### src/rtl/ecc_inj_pkg.sv
package ecc_inj_pkg;
  localparam int unsigned REG_AW  = 4;
  localparam int unsigned REG_DW  = 32;
  localparam int unsigned NFIELD  = 6;
  localparam int unsigned ANY_BIT = REG_DW - 1;

  localparam logic [REG_AW-1:0] RA_MASK = 4'd6;
  localparam logic [REG_AW-1:0] RA_SECT = 4'd7;
  localparam logic [REG_AW-1:0] RA_TYPE = 4'd8;
  localparam logic [REG_AW-1:0] RA_ARM  = 4'd9;

  typedef struct packed {
    logic par;
    logic ecc;
    logic rep;
  } inj_type_t;

  function automatic int unsigned imax(int unsigned a, int unsigned b);
    return (a > b) ? a : b;
  endfunction
endpackage

### src/rtl/inj_regs.sv
module inj_regs
  import ecc_inj_pkg::*;
#(
  parameter int unsigned MAXW   = 16,
  parameter int unsigned MASK_W = 8,
  parameter logic [NFIELD-1:0][MAXW-1:0] FMASK = '1
) (
  input  logic                         clk,
  input  logic                         rst,
  input  logic                         we,
  input  logic [REG_AW-1:0]            waddr,
  input  logic [REG_DW-1:0]            wdata,
  input  logic [REG_AW-1:0]            raddr,
  output logic [REG_DW-1:0]            rdata,
  input  logic                         disarm,
  output logic [NFIELD-1:0][MAXW-1:0]  fld_val,
  output logic [NFIELD-1:0]            fld_any,
  output logic [MASK_W-1:0]            ecc_mask,
  output logic [1:0]                   sect,
  output inj_type_t                    typ,
  output logic                         armed
);
  logic [REG_DW-1:0] rd_next;

  always_ff @(posedge clk) begin
    if (rst) begin
      fld_val  <= '0;
      fld_any  <= '1;
      ecc_mask <= '0;
      sect     <= '0;
      typ      <= '0;
      armed    <= 1'b0;
    end else begin
      if (disarm) armed <= 1'b0;
      if (we) begin
        for (int i = 0; i < NFIELD; i++) begin
          if (waddr == REG_AW'(i)) begin
            fld_val[i] <= wdata[MAXW-1:0] & FMASK[i];
            fld_any[i] <= wdata[ANY_BIT];
          end
        end
        case (waddr)
          RA_MASK: ecc_mask <= wdata[MASK_W-1:0];
          RA_SECT: sect     <= wdata[1:0];
          RA_TYPE: typ      <= wdata[2:0];
          RA_ARM:  armed    <= |wdata;
          default: ;
        endcase
      end
    end
  end

  always_comb begin
    rd_next = '0;
    for (int i = 0; i < NFIELD; i++) begin
      if (raddr == REG_AW'(i)) begin
        rd_next[ANY_BIT]    = fld_any[i];
        rd_next[MAXW-1:0]   = fld_val[i];
      end
    end
    case (raddr)
      RA_MASK: rd_next[MASK_W-1:0] = ecc_mask;
      RA_SECT: rd_next[1:0]        = sect;
      RA_TYPE: rd_next[2:0]        = typ;
      RA_ARM:  rd_next[0]          = armed;
      default: ;
    endcase
  end

  always_ff @(posedge clk) begin
    if (rst) rdata <= '0;
    else     rdata <= rd_next;
  end
endmodule

### src/rtl/inj_match.sv
module inj_match
  import ecc_inj_pkg::*;
#(
  parameter int unsigned MAXW = 16
) (
  input  logic [NFIELD-1:0][MAXW-1:0] fld_val,
  input  logic [NFIELD-1:0]           fld_any,
  input  logic [NFIELD-1:0][MAXW-1:0] acc_fld,
  output logic                        hit
);
  logic [NFIELD-1:0] fhit;

  for (genvar g = 0; g < NFIELD; g++) begin : g_field
    assign fhit[g] = fld_any[g] | (fld_val[g] == acc_fld[g]);
  end

  assign hit = &fhit;
endmodule

### src/rtl/inj_corrupt.sv
module inj_corrupt
  import ecc_inj_pkg::*;
#(
  parameter int unsigned CHK_W = 16,
  localparam int unsigned HALF = CHK_W / 2
) (
  input  logic             fire,
  input  logic [1:0]       sect,
  input  inj_type_t        typ,
  input  logic [HALF-1:0]  mask,
  input  logic [CHK_W-1:0] chk_in,
  input  logic [1:0]       par_in,
  output logic [CHK_W-1:0] chk_out,
  output logic [1:0]       par_out
);
  for (genvar s = 0; s < 2; s++) begin : g_sect
    logic hit_s;
    assign hit_s = fire & sect[s];
    assign chk_out[s*HALF +: HALF] = chk_in[s*HALF +: HALF] ^ ((hit_s & typ.ecc) ? mask : '0);
    assign par_out[s] = par_in[s] ^ (hit_s & typ.par);
  end
endmodule

### src/rtl/ecc_inject_unit.sv
module ecc_inject_unit
  import ecc_inj_pkg::*;
#(
  parameter int unsigned DIMM_W = 2,
  parameter int unsigned RANK_W = 2,
  parameter int unsigned CH_W   = 2,
  parameter int unsigned BANK_W = 3,
  parameter int unsigned PAGE_W = 16,
  parameter int unsigned COL_W  = 10,
  parameter int unsigned DATA_W = 64,
  parameter int unsigned CHK_W  = 16
) (
  input  logic              clk,
  input  logic              rst,
  input  logic              reg_we,
  input  logic [3:0]        reg_waddr,
  input  logic [31:0]       reg_wdata,
  input  logic [3:0]        reg_raddr,
  output logic [31:0]       reg_rdata,
  input  logic              acc_valid,
  input  logic              acc_write,
  input  logic [DIMM_W-1:0] acc_dimm,
  input  logic [RANK_W-1:0] acc_rank,
  input  logic [CH_W-1:0]   acc_chan,
  input  logic [BANK_W-1:0] acc_bank,
  input  logic [PAGE_W-1:0] acc_page,
  input  logic [COL_W-1:0]  acc_col,
  input  logic [DATA_W-1:0] acc_data,
  input  logic [CHK_W-1:0]  acc_chk,
  input  logic [1:0]        acc_par,
  output logic              out_valid,
  output logic [DATA_W-1:0] out_data,
  output logic [CHK_W-1:0]  out_chk,
  output logic [1:0]        out_par,
  output logic              inj_strobe,
  output logic [CH_W-1:0]   inj_chan,
  output logic [DIMM_W-1:0] inj_dimm
);
  localparam int unsigned HALF = CHK_W / 2;
  localparam int unsigned MAXW = imax(imax(imax(DIMM_W, RANK_W), imax(CH_W, BANK_W)),
                                      imax(PAGE_W, COL_W));
  localparam logic [NFIELD-1:0][MAXW-1:0] FMASK = {
    MAXW'((64'd1 << COL_W)  - 1), MAXW'((64'd1 << PAGE_W) - 1),
    MAXW'((64'd1 << BANK_W) - 1), MAXW'((64'd1 << CH_W)   - 1),
    MAXW'((64'd1 << RANK_W) - 1), MAXW'((64'd1 << DIMM_W) - 1)};

  logic [NFIELD-1:0][MAXW-1:0] fld_val;
  logic [NFIELD-1:0]           fld_any;
  logic [NFIELD-1:0][MAXW-1:0] acc_fld;
  logic [HALF-1:0]             ecc_mask;
  logic [1:0]                  sect_q;
  inj_type_t                   typ_q;
  logic                        armed_q;
  logic                        hit, fire, disarm;
  logic [CHK_W-1:0]            chk_mod;
  logic [1:0]                  par_mod;

  always_comb begin
    acc_fld    = '0;
    acc_fld[0] = MAXW'(acc_dimm);
    acc_fld[1] = MAXW'(acc_rank);
    acc_fld[2] = MAXW'(acc_chan);
    acc_fld[3] = MAXW'(acc_bank);
    acc_fld[4] = MAXW'(acc_page);
    acc_fld[5] = MAXW'(acc_col);
  end

  inj_regs #(.MAXW(MAXW), .MASK_W(HALF), .FMASK(FMASK)) u_regs (
    .clk(clk), .rst(rst), .we(reg_we), .waddr(reg_waddr), .wdata(reg_wdata),
    .raddr(reg_raddr), .rdata(reg_rdata), .disarm(disarm),
    .fld_val(fld_val), .fld_any(fld_any), .ecc_mask(ecc_mask),
    .sect(sect_q), .typ(typ_q), .armed(armed_q));

  inj_match #(.MAXW(MAXW)) u_match (
    .fld_val(fld_val), .fld_any(fld_any), .acc_fld(acc_fld), .hit(hit));

  assign fire   = acc_valid & acc_write & armed_q & hit
                & (typ_q.ecc | typ_q.par) & (|sect_q);
  assign disarm = fire & ~typ_q.rep;

  inj_corrupt #(.CHK_W(CHK_W)) u_corrupt (
    .fire(fire), .sect(sect_q), .typ(typ_q), .mask(ecc_mask),
    .chk_in(acc_chk), .par_in(acc_par), .chk_out(chk_mod), .par_out(par_mod));

  always_ff @(posedge clk) begin
    if (rst) begin
      out_valid  <= 1'b0;
      out_data   <= '0;
      out_chk    <= '0;
      out_par    <= '0;
      inj_strobe <= 1'b0;
      inj_chan   <= '0;
      inj_dimm   <= '0;
    end else begin
      out_valid  <= acc_valid;
      out_data   <= acc_data;
      out_chk    <= chk_mod;
      out_par    <= par_mod;
      inj_strobe <= fire;
      inj_chan   <= fire ? acc_chan : '0;
      inj_dimm   <= fire ? acc_dimm : '0;
    end
  end
endmodule

### config.mk
export PLATFORM = sky130hd
export DESIGN_NAME = ecc_inject_unit
export DESIGN_NICKNAME = d
export VERILOG_FILES = /design/src/rtl/ecc_inj_pkg.sv /design/src/rtl/inj_regs.sv /design/src/rtl/inj_match.sv /design/src/rtl/inj_corrupt.sv /design/src/rtl/ecc_inject_unit.sv
export SDC_FILE = /design/constraint.sdc
export NUM_CORES = 1
export LEC_CHECK = 0
export CORE_MARGIN = 2
export CORE_UTILIZATION = 40
export CTS_BUF_LIST = sky130_fd_sc_hd__clkbuf_4
export DETAILED_ROUTE_END_ITERATION = 16
export PLACE_DENSITY = 0.78
export SLEW_MARGIN = 0
export SYNTH_ARGS = -nofsm -noshare
export SYNTH_HDL_FRONTEND = slang
export SYNTH_SLANG_ARGS = --single-unit
### constraint.sdc
create_clock -name clk -period 2.7 [get_ports clk]
set_input_delay 0.27 -clock clk [delete_from_list [all_inputs] [get_ports clk]]
set_output_delay 0.27 -clock clk [all_outputs]
set_load 0.03 [all_outputs]
# Yosys cells after proc, flatten, opt, wreduce, memory -nomap -nowiden
# Index checks and enable logic that the tools add are counted.
[word_totals] ff_bits=175 input_bits=162 out_inout_bits=120 wordCells=112
[classes] n_eq_ne=24 n_mux=21 bitwise=25 reduce_logical=15
[ops] op="$eq A4 B3 Y1 const B" count=8
[ops] op="$mux W16" count=2
[ops] op="$reduce_or A32 Y1" count=1
[ops] op="$reduce_and A2 Y1" count=9
[ops] op="$eq A16 B16 Y1" count=1
[ops] op="$eq A4 B2 Y1 const B" count=4
[ops] op="$eq A4 B4 Y1 const B" count=4
[ops] op="$mux W8" count=2
[ops] op="$xor A8 B8 Y8" count=2
[ops] op="$and A1 B1 Y1" count=12
[ops] op="$eq A10 B10 Y1" count=1
[ops] op="$mux W1" count=9
[ops] op="$eq A4 B1 Y1 const B" count=2
[ops] op="$logic_not A4 Y1" count=2
[ops] op="$or A1 B1 Y1" count=7
[ops] op="$eq A2 B2 Y1" count=3
[ops] op="$mux W2" count=3
[ops] op="$reduce_and A6 Y1" count=1
[ops] op="$mux W5" count=1
[ops] op="$pmux W1 S4" count=1
[ops] op="$reduce_or A2 Y1" count=2
[ops] op="$eq A3 B3 Y1" count=1
[ops] op="$mux W3" count=1
[ops] op="$pmux W1 S3" count=1
[ops] op="3 further kinds" count=5

# Depth between registers and ports, before layout
# Gate-level depths: netlist of run 1.
[logic_depth] word_depth=10 mapped_depth=8 ltp_nobuf=6

# Modules after synthesis
# From an unflattened synthesis of run 1, not the netlist that was laid out.
[unflattened] hier_cells=778 area_unflattened_um2=7349.5
[by_module_without_submodules] module="inj_regs" n_inst=1 cells_each=412 area_each_um2=3567.2 seq_area_each_um2=1441.4
[by_module_without_submodules] module="ecc_inject_unit" n_inst=1 cells_each=194 area_each_um2=2409.8 seq_area_each_um2=1761.7
[by_module_without_submodules] module="inj_match" n_inst=1 cells_each=130 area_each_um2=1057.3 seq_area_each_um2=0.0
[by_module_without_submodules] module="inj_corrupt" n_inst=1 cells_each=42 area_each_um2=315.3 seq_area_each_um2=0.0

# Worst setup path after synthesis of run 1
# OpenSTA, ideal clock, no wires.
[synth_timing] path_type="register to register" startpoint="reg, netlist name u_regs.typ[2]" endpoint="reg out_chk[10]" arrival_time_ps=2274 t_required_ps=2630 setup_slack_ps=355 stages_incl_launch_ff=8 path_buffers=1 path_cell_list="dfxtp_1 -> o22a_1 -> nand4_1 -> or4_1 -> or4_4 -> buf_6 -> or4b_1 -> a21oi_1"
[synth_between] elab_chain_cells=7
[synth_lines] element="$or A1 B1 Y1" line_no="ecc_inject_unit.sv:78" text="& (typ_q.ecc | typ_q.par) & (|sect_q);"
[synth_lines] element="$and A1 B1 Y1 (2 in a row)" line_no="ecc_inject_unit.sv:78"
[synth_lines] element="$and A1 B1 Y1" line_no="inj_corrupt.sv:18" text="assign hit_s = fire & sect[s];"
[synth_lines] element="$and A1 B1 Y1" line_no="inj_corrupt.sv:19" text="assign chk_out[s*HALF +: HALF] = chk_in[s*HALF +: HALF] ^ ((hit_s & typ.ecc) ? mask : '0);"
[synth_lines] element="$mux W8" line_no="inj_corrupt.sv:19"
[synth_lines] element="$xor A8 B8 Y8" line_no="inj_corrupt.sv:19"
[synth_lines] element="end signal: assignment" line_no="ecc_inject_unit.sv:97" text="out_chk <= chk_mod;"
[synth_lines] element="end: declaration" line_no="ecc_inject_unit.sv:33" text="output logic [CHK_W-1:0] out_chk,"
# Every way passes these cells.
# A chain may end at the register's enable or synchronous reset.

# Final worst setup path of run 1
[layout_timing] startpoint="reg u_regs.fld_val[80] (netlist name)" endpoint="reg out_par[1]"
[layout_between] elab_chain_cells=9
[layout_lines] element="start: declaration" line_no="inj_regs.sv:16" text="output logic [NFIELD-1:0][MAXW-1:0] fld_val,"
[layout_lines] element="start signal: indexed assignment" line_no="inj_regs.sv:38" text="fld_val[i] <= wdata[MAXW-1:0] & FMASK[i];"
[layout_lines] element="$eq A10 B10 Y1" line_no="inj_match.sv:14" text="assign fhit[g] = fld_any[g] | (fld_val[g] == acc_fld[g]);"
[layout_lines] element="$or A1 B1 Y1" line_no="inj_match.sv:14"
[layout_lines] element="$reduce_and A6 Y1" line_no="inj_match.sv:17" text="assign hit = &fhit;"
[layout_lines] element="$and A1 B1 Y1" line_no="ecc_inject_unit.sv:77" text="assign fire = acc_valid & acc_write & armed_q & hit"
[layout_lines] element="$and A1 B1 Y1 (2 in a row)" line_no="ecc_inject_unit.sv:78"
[layout_lines] element="$and A1 B1 Y1" line_no="inj_corrupt.sv:18"
[layout_lines] element="$and A1 B1 Y1" line_no="inj_corrupt.sv:20" text="assign par_out[s] = par_in[s] ^ (hit_s & typ.par);"
[layout_lines] element="$xor A1 B1 Y1" line_no="inj_corrupt.sv:20"
[layout_lines] element="end signal: assignment" line_no="ecc_inject_unit.sv:98" text="out_par <= par_mod;"
[layout_lines] element="end: declaration" line_no="ecc_inject_unit.sv:34" text="output logic [1:0] out_par,"
# Every way passes these cells.

==> out/metrics.csv, run 1 <==
metric,value,unit
die height,127.8,um
critical path type,reg2reg,
status,"complete, no violations",
Compound-Gate Fraction of Synth Area,8.264,%
Initial Utilization,40.64,%
ys async rst share,0,%
DP Cell Count,1095,
Leak Pwr,3.496,nW
largest family of logic cells by synthesized area,simple AND/OR/NAND/NOR gates,
CTS root buf,clkbuf_4,
Routed Antenna Nets,0,
"Design Area, Final",9344,um2
number of hold buffers added after cts,0,
Post-Synthesis Cell Area,6132,um2
Final Skew,0.02159,ns
total iterations of the first detailed-routing run,5,
syn avg cell area,9.391,um2
RSZ-0062 raised after global routing,false,
Finish-stage setup viols,0,
Num CTS Buffers,17,
via count,5524,
largest net degree at the start of global routing,51,
CTS tree,done,
Cells after Synth,653,
crit path DAT,3.13,ns
Final Hold Viols,0,
FF+latch area,3203,um2
Routed WL,18810,um
Worst EP required,3.20,ns
total power,4.795,mW
Worst Tran Pin Value,0.6570,ns
CTS resizes,0,
vias in the first global route,5148,
Synth warnings,0,
pre-CTS WS,-0.2644,ns
XOR/XNOR Fraction of Synth Area,4.999,%
area share of and/or/nand/nor cells after synthesis,22.81,%
Hold Slack,0.1546,ns
worst rel slew slack,55.86,%
Fmax achieved,0.3810,GHz
Max H-tree Level,4,
Period minus WS final,2.624,ns
sequential-to-total area share from yosys stat,52.23,%
Post-synth top flop,dfxtp_1,
"commonest cells after routing, fill and taps aside","clkdlybuf4s50_1, dfxtp_1, nand2_1",
worst-path fanout max,19,
"most common cell after layout, fill and taps aside",clkdlybuf4s50_1,
GR Overflow Total,0,
area occupied by multi-input gates,2716,um2
Worst Slack Setup Final,0.07554,ns
DR iter-0 viols,396,
part of the cycle the worst path needs,97.20,%
Sink Count,160,
# IOs,282,
post-route insts no fill,1130,
CTS Buffer Depth,2,
WL/cell,16.65,um
antenna violations before repair,2,
maximum vdd drop,0.0003804,V
Max Cap Violations,0,
"Cell Area, Placed",9017,um2
Tot GR Track Use,22.67,%
"EDFF count, synth",0,
Post-CTS Setup Inserts,0,
crit end category,flop,
die area,16340,um2
mux contribution to synthesized area,7.101,%
share of cells above drive strength 1,6.496,%
DP Wirelength,14220,um
Adder-Cell Fraction of Synth Area,0,%
PwrDens,513.1,nW/um2
min-delay worst type,in2reg,
max-slew violations,0,
global-route wire length before repair,28240,um
area of the core,15090,um2
library cells used by synthesis,42,
number of remaining DRC errors,0,
Rows,45,
routed vias/inst,4.888,
Final nets,1088,
R2R depth,8,
IO Port Bufs,266,
crit start category,flop,
Synth Register Bits,160,
Fillers,1256,
Synth area leaders,"dfxtp_1, nor2b_1, mux2i_1",
post-synth top area share,52.23,%
clock insertion delay at the later pin of the skew report,0.58,ns
worst hold path cell count,2,
die width,127.8,um
Synth area leader,dfxtp_1,
Area growth syn-to-layout,52.38,%
"Reg clk slew, reported paths",0.14,ns
GPL Wtd Cong,0.8629,
==> cell usage after synthesis, drive strengths merged, types with 2 or more instances <==
master	number
inv	4
dfxtp	160
nand3b	3
nand2b	3
or4	2
xor2	24
xnor2	11
nand2	71
nand3	21
a41oi	2
clkbuf	30
mux4	2
nor2b	70
a21oi	54
o21ai	25
nor2	43
mux2i	39
nand4	3
and2	11
nor3	6
nor4	14
nor3b	2
buf	21
or3	11
or4b	7
o22ai	2
==> sequential cells by signal (all words and copies together), names as in the netlist, 2 cells and up <==
register and cells:
inj_dimm 2, out_par 2, inj_chan 2, u_regs.sect 2, u_regs.rdata 17, u_regs.ecc_mask 8
u_regs.typ 3, u_regs.fld_any 6, out_data 64, u_regs.fld_val 35, out_chk 16
==> power breakdown <==
part	switching [mW]	total [mW]	internal [mW]
logic	0.381	0.784	0.403
clock network	0.862	1.54	0.679
registers	0.0294	2.47	2.44
==> layout make-up <==
type / instances / area share (%)
Antenna cell: 3 / 0.08034
Multi-Input combinational cell: 452 / 29.07
Clock buffer: 20 / 1.607
Inverter: 4 / 0.1607
Sequential cell: 160 / 34.28
Clock inverter: 12 / 1.674
Timing Repair Buffer: 291 / 30.61
Tap cell: 188 / 2.517
==> routing by layer <==
layer	routed length, um	vias up	global-route usage (%)
met1	8075	2547	28.99
met2	9092	230	36.40
met3	1361	23	7.346
met4	285	0	7.434
li1	-	2724	-
met5	0	-	0
==> kinds of logic (layout without fill, tap and decap cells) <==
family                 Yosys count  after routing
XOR/XNOR                        35             35
flip-flops                     160            160
other                            1             18
multiplexers                    41             41
buffers and inverters           55            327
AO/OA/AOI/OAI                   93             93
AND/OR/NAND/NOR                268            268
==> worst max-delay path, cell delays in order, from the launching register on <==
cell	delay (ns)
dfxtp_1	0.37
xor2_1	0.17
nor4_1	0.30
buf_4	0.18
a41oi_1	0.15
or4_4	0.67
buf_12	0.20
or3_1	0.33
a21oi_1	0.17
==> path summary, 6_finish.rpt <==
kind / start / slack [ns] / to
worst max-delay path: u_regs.fld_val[80]$_SDFFE_PP0P_ / 0.08 / out_par[1]$_SDFF_PP0_
worst min-delay path: rst / 0.15 / u_regs.rdata[2]$_SDFF_PP0_
worst max register to register: u_regs.fld_val[80]$_SDFFE_PP0P_ / 0.08 / out_par[1]$_SDFF_PP0_
worst min register to register: u_regs.fld_val[16]$_SDFFE_PP0P_ / 0.49 / u_regs.fld_val[16]$_SDFFE_PP0P_
==> stage by stage <==
stage / util, % / TNS [ns]
after floorplan: - / 0
final: 61.92 / 0
after CTS: 61.79 / 0
after detailed placement: 59.76 / -4.419
after global placement: 59.76 / -4.079
after global routing: 61.92 / 0
No activity file was read; power rests on OpenSTA's default activity.
==> run 2, diff against run 1 <==
CAP_MARGIN = 20   (was not set)
REMOVE_ABC_BUFFERS = 1   (was not set)
SKIP_LAST_GASP = 1   (was not set)
==> run 2 against run 1 <==
Effect of this change:
- power is 1.6% lower
- final cell count shrank 0.18%
- count of clock-buffer cells in the layout fell by 2
- critical path depth decreased by 2
- fmax is 0.56% lower
- non-clock buffer count fell by 1
==> out/metrics.csv, run 2 (same netlist as run 1, synthesis figures left out) <==
metric,value,unit,change
status,"complete, no violations",,
crit end category,flop,,
number of remaining DRC errors,0,,unchanged
Regs by FF count,"out_data x64, u_regs.fld_val x35, u_regs.rdata x17",,
antenna cells,0,,-3
Routed WL,18050,um,-4.1%
GR Overflow Total,0,,unchanged
CTS tree,done,,
Reg power frac,52.3,%,+0.8 points
via count,5512,,-0.22%
PwrDens,502.8,nW/um2,-2.0%
Initial Utilization,40.64,%,unchanged
RSZ-0062 raised after global routing,true,,
antenna violations before repair,2,,unchanged
switching share of power,25.97,%,-0.58 points
max-slew violations,0,,unchanged
Final nets,1089,,+0.092%
post-route insts no fill,1128,,-0.18%
crit path launch,u_regs.fld_val[65]$_SDFFE_PP0P_,,
Max H-tree Level,4,,unchanged
clock power share,31.2,%,-1.0 points
WL/cell,16.00,um,-3.9%
maximum vdd drop,0.0003229,V,-15%
"Design Area, Final",9383,um2,+0.42%
die width,127.8,um,unchanged
Tot GR Track Use,21.36,%,-1.3 points
Fmax achieved,0.3789,GHz,-0.56%
worst rel slew slack,52.39,%,-3.5 points
area of the core,15090,um2,unchanged
crit path DAT,3.12,ns,about the same
Rows,45,,unchanged
share of cells above drive strength 1,7.340,%,+0.84 points
Post-CTS Setup Inserts,0,,unchanged
Worst EP required,3.18,ns,-0.02 ns
DP Wirelength,13380,um,-5.9%
"most common cell after layout, fill and taps aside",clkdlybuf4s50_1,,
Num CTS Buffers,17,,unchanged
Max Cap Violations,0,,unchanged
Finish-stage setup viols,0,,unchanged
min-delay worst type,in2reg,,
die height,127.8,um,unchanged
Routed Antenna Nets,0,,unchanged
CTS root buf,clkbuf_4,,
Top reg by flops,out_data,,
worst-path fanout max,11,,-8
largest net degree at the start of global routing,118,,+130%
Final Skew,0.01457,ns,-0.007020 ns
GPL Wtd Cong,0.8398,,-2.7%
Sink Count,160,,unchanged
internal power,3.492,mW,-0.83%
Worst Tran Pin Value,0.7142,ns,+0.05719 ns
min-delay src,rst,,
Crit Reg-Reg Startpoint,u_regs.fld_val[65]$_SDFFE_PP0P_,,
number of hold buffers added after cts,0,,unchanged
Final Hold Viols,0,,unchanged
CTS resizes,0,,unchanged
total iterations of the first detailed-routing run,5,,unchanged
vias in the first global route,5229,,+1.6%
routed vias/inst,4.887,,about the same
"Cell Area, Placed",9015,um2,about the same
DP Cell Count,1094,,-0.091%
global-route wire length before repair,27030,um,-4.3%
part of the cycle the worst path needs,97.75,%,+0.54 points
"Reg clk slew, reported paths",0.14,ns,about the same
IO Port Bufs,266,,unchanged
"commonest cells after routing, fill and taps aside","clkdlybuf4s50_1, dfxtp_1, nand2_1",,
Psw,1.225,mW,-3.8%
Largest register FFs,64,,unchanged
Period minus WS final,2.639,ns,+0.01469 ns
critical path type,reg2reg,,
# IOs,282,,unchanged
CTS Buffer Depth,2,,unchanged
DR iter-0 viols,376,,-5.1%
crit start category,flop,,
Area growth syn-to-layout,53.01,%,
clock insertion delay at the later pin of the skew report,0.54,ns,-0.04 ns
Leak Pwr,3.494,nW,about the same
Gate power share,16.5,%,about the same
die area,16340,um2,unchanged
[run 2: cell count changes in the layout (fill, tap and decap cells not counted), moves of 3 or more]
cell | before | now
clkinv_2 | 0 | 3
diode_2 | 3 | 0
inv_6 | 4 | 1
nor4_1 | 12 | 9
nor4_2 | 2 | 5
[run 2: routing by layer]
layer | global-route usage, % | vias to the layer above | wire length (um)
met5 | 0 | - | 28
met4 | 8.080 | 4 | 321
met3 | 8.222 | 27 | 1635
met2 | 36.24 | 243 | 9174
met1 | 24.42 | 2515 | 6887
li1 | - | 2723 | -
[run 2: power by group through the flow]
stage                     clock network [mW]  registers, mW  logic, mW
after global routing                    1.62           2.48      0.824
final                                   1.47           2.47      0.777
after CTS                               1.53           2.47      0.772
after detailed placement                   0           2.52      0.769
after floorplan                            0           2.66      0.151
after global placement                     0           2.52      0.764
[run 2: layout make-up]
type                    instances  area, um2
inverters                       4      15.01
well taps                     188      235.2
flip-flops and latches        160       3203
fillers                      1285       5707
clock buffers                  18      135.1
clock inverters                14      166.4
repair buffers                290       2853
multi-input cells             454       2775
[run 2: worst paths after layout]
| kind | slack (ns) | cells after the start | to |
|---|---|---|---|
| max | 0.06 | 6 | out_chk[2]$_SDFF_PP0_ |
| min | 0.09 | 2 | u_regs.fld_val[17]$_SDFFE_PP0P_ |
| max reg2reg | 0.06 | 6 | out_chk[2]$_SDFF_PP0_ |
| min reg2reg | 0.49 | 2 | u_regs.fld_val[74]$_SDFFE_PP0P_ |
[run 2: worst max-delay path, stage by stage, from the launching register on]
cell and delay, ns:
dfxtp_1 0.37, xor2_1 0.17, nor4_1 0.34, a41oi_2 0.29, or4_2 0.88, or3_1 0.39
a21oi_1 0.14
[run 2: stage by stage]
stage	total power [mW]	setup TNS (ns)	utilization [%]	setup WS [ns]	hold slack (ns)
CTS	4.770	0	61.74	0.05545	0.01497
global placement	3.283	-4.837	59.74	-0.2892	0.4618
global route	4.921	-0.05962	62.18	-0.02622	0.03523
detailed placement	3.290	-5.407	59.74	-0.3096	0.4690
floorplan	2.807	0	-	0.1791	0.3391
finish	4.718	0	62.18	0.06086	0.08823
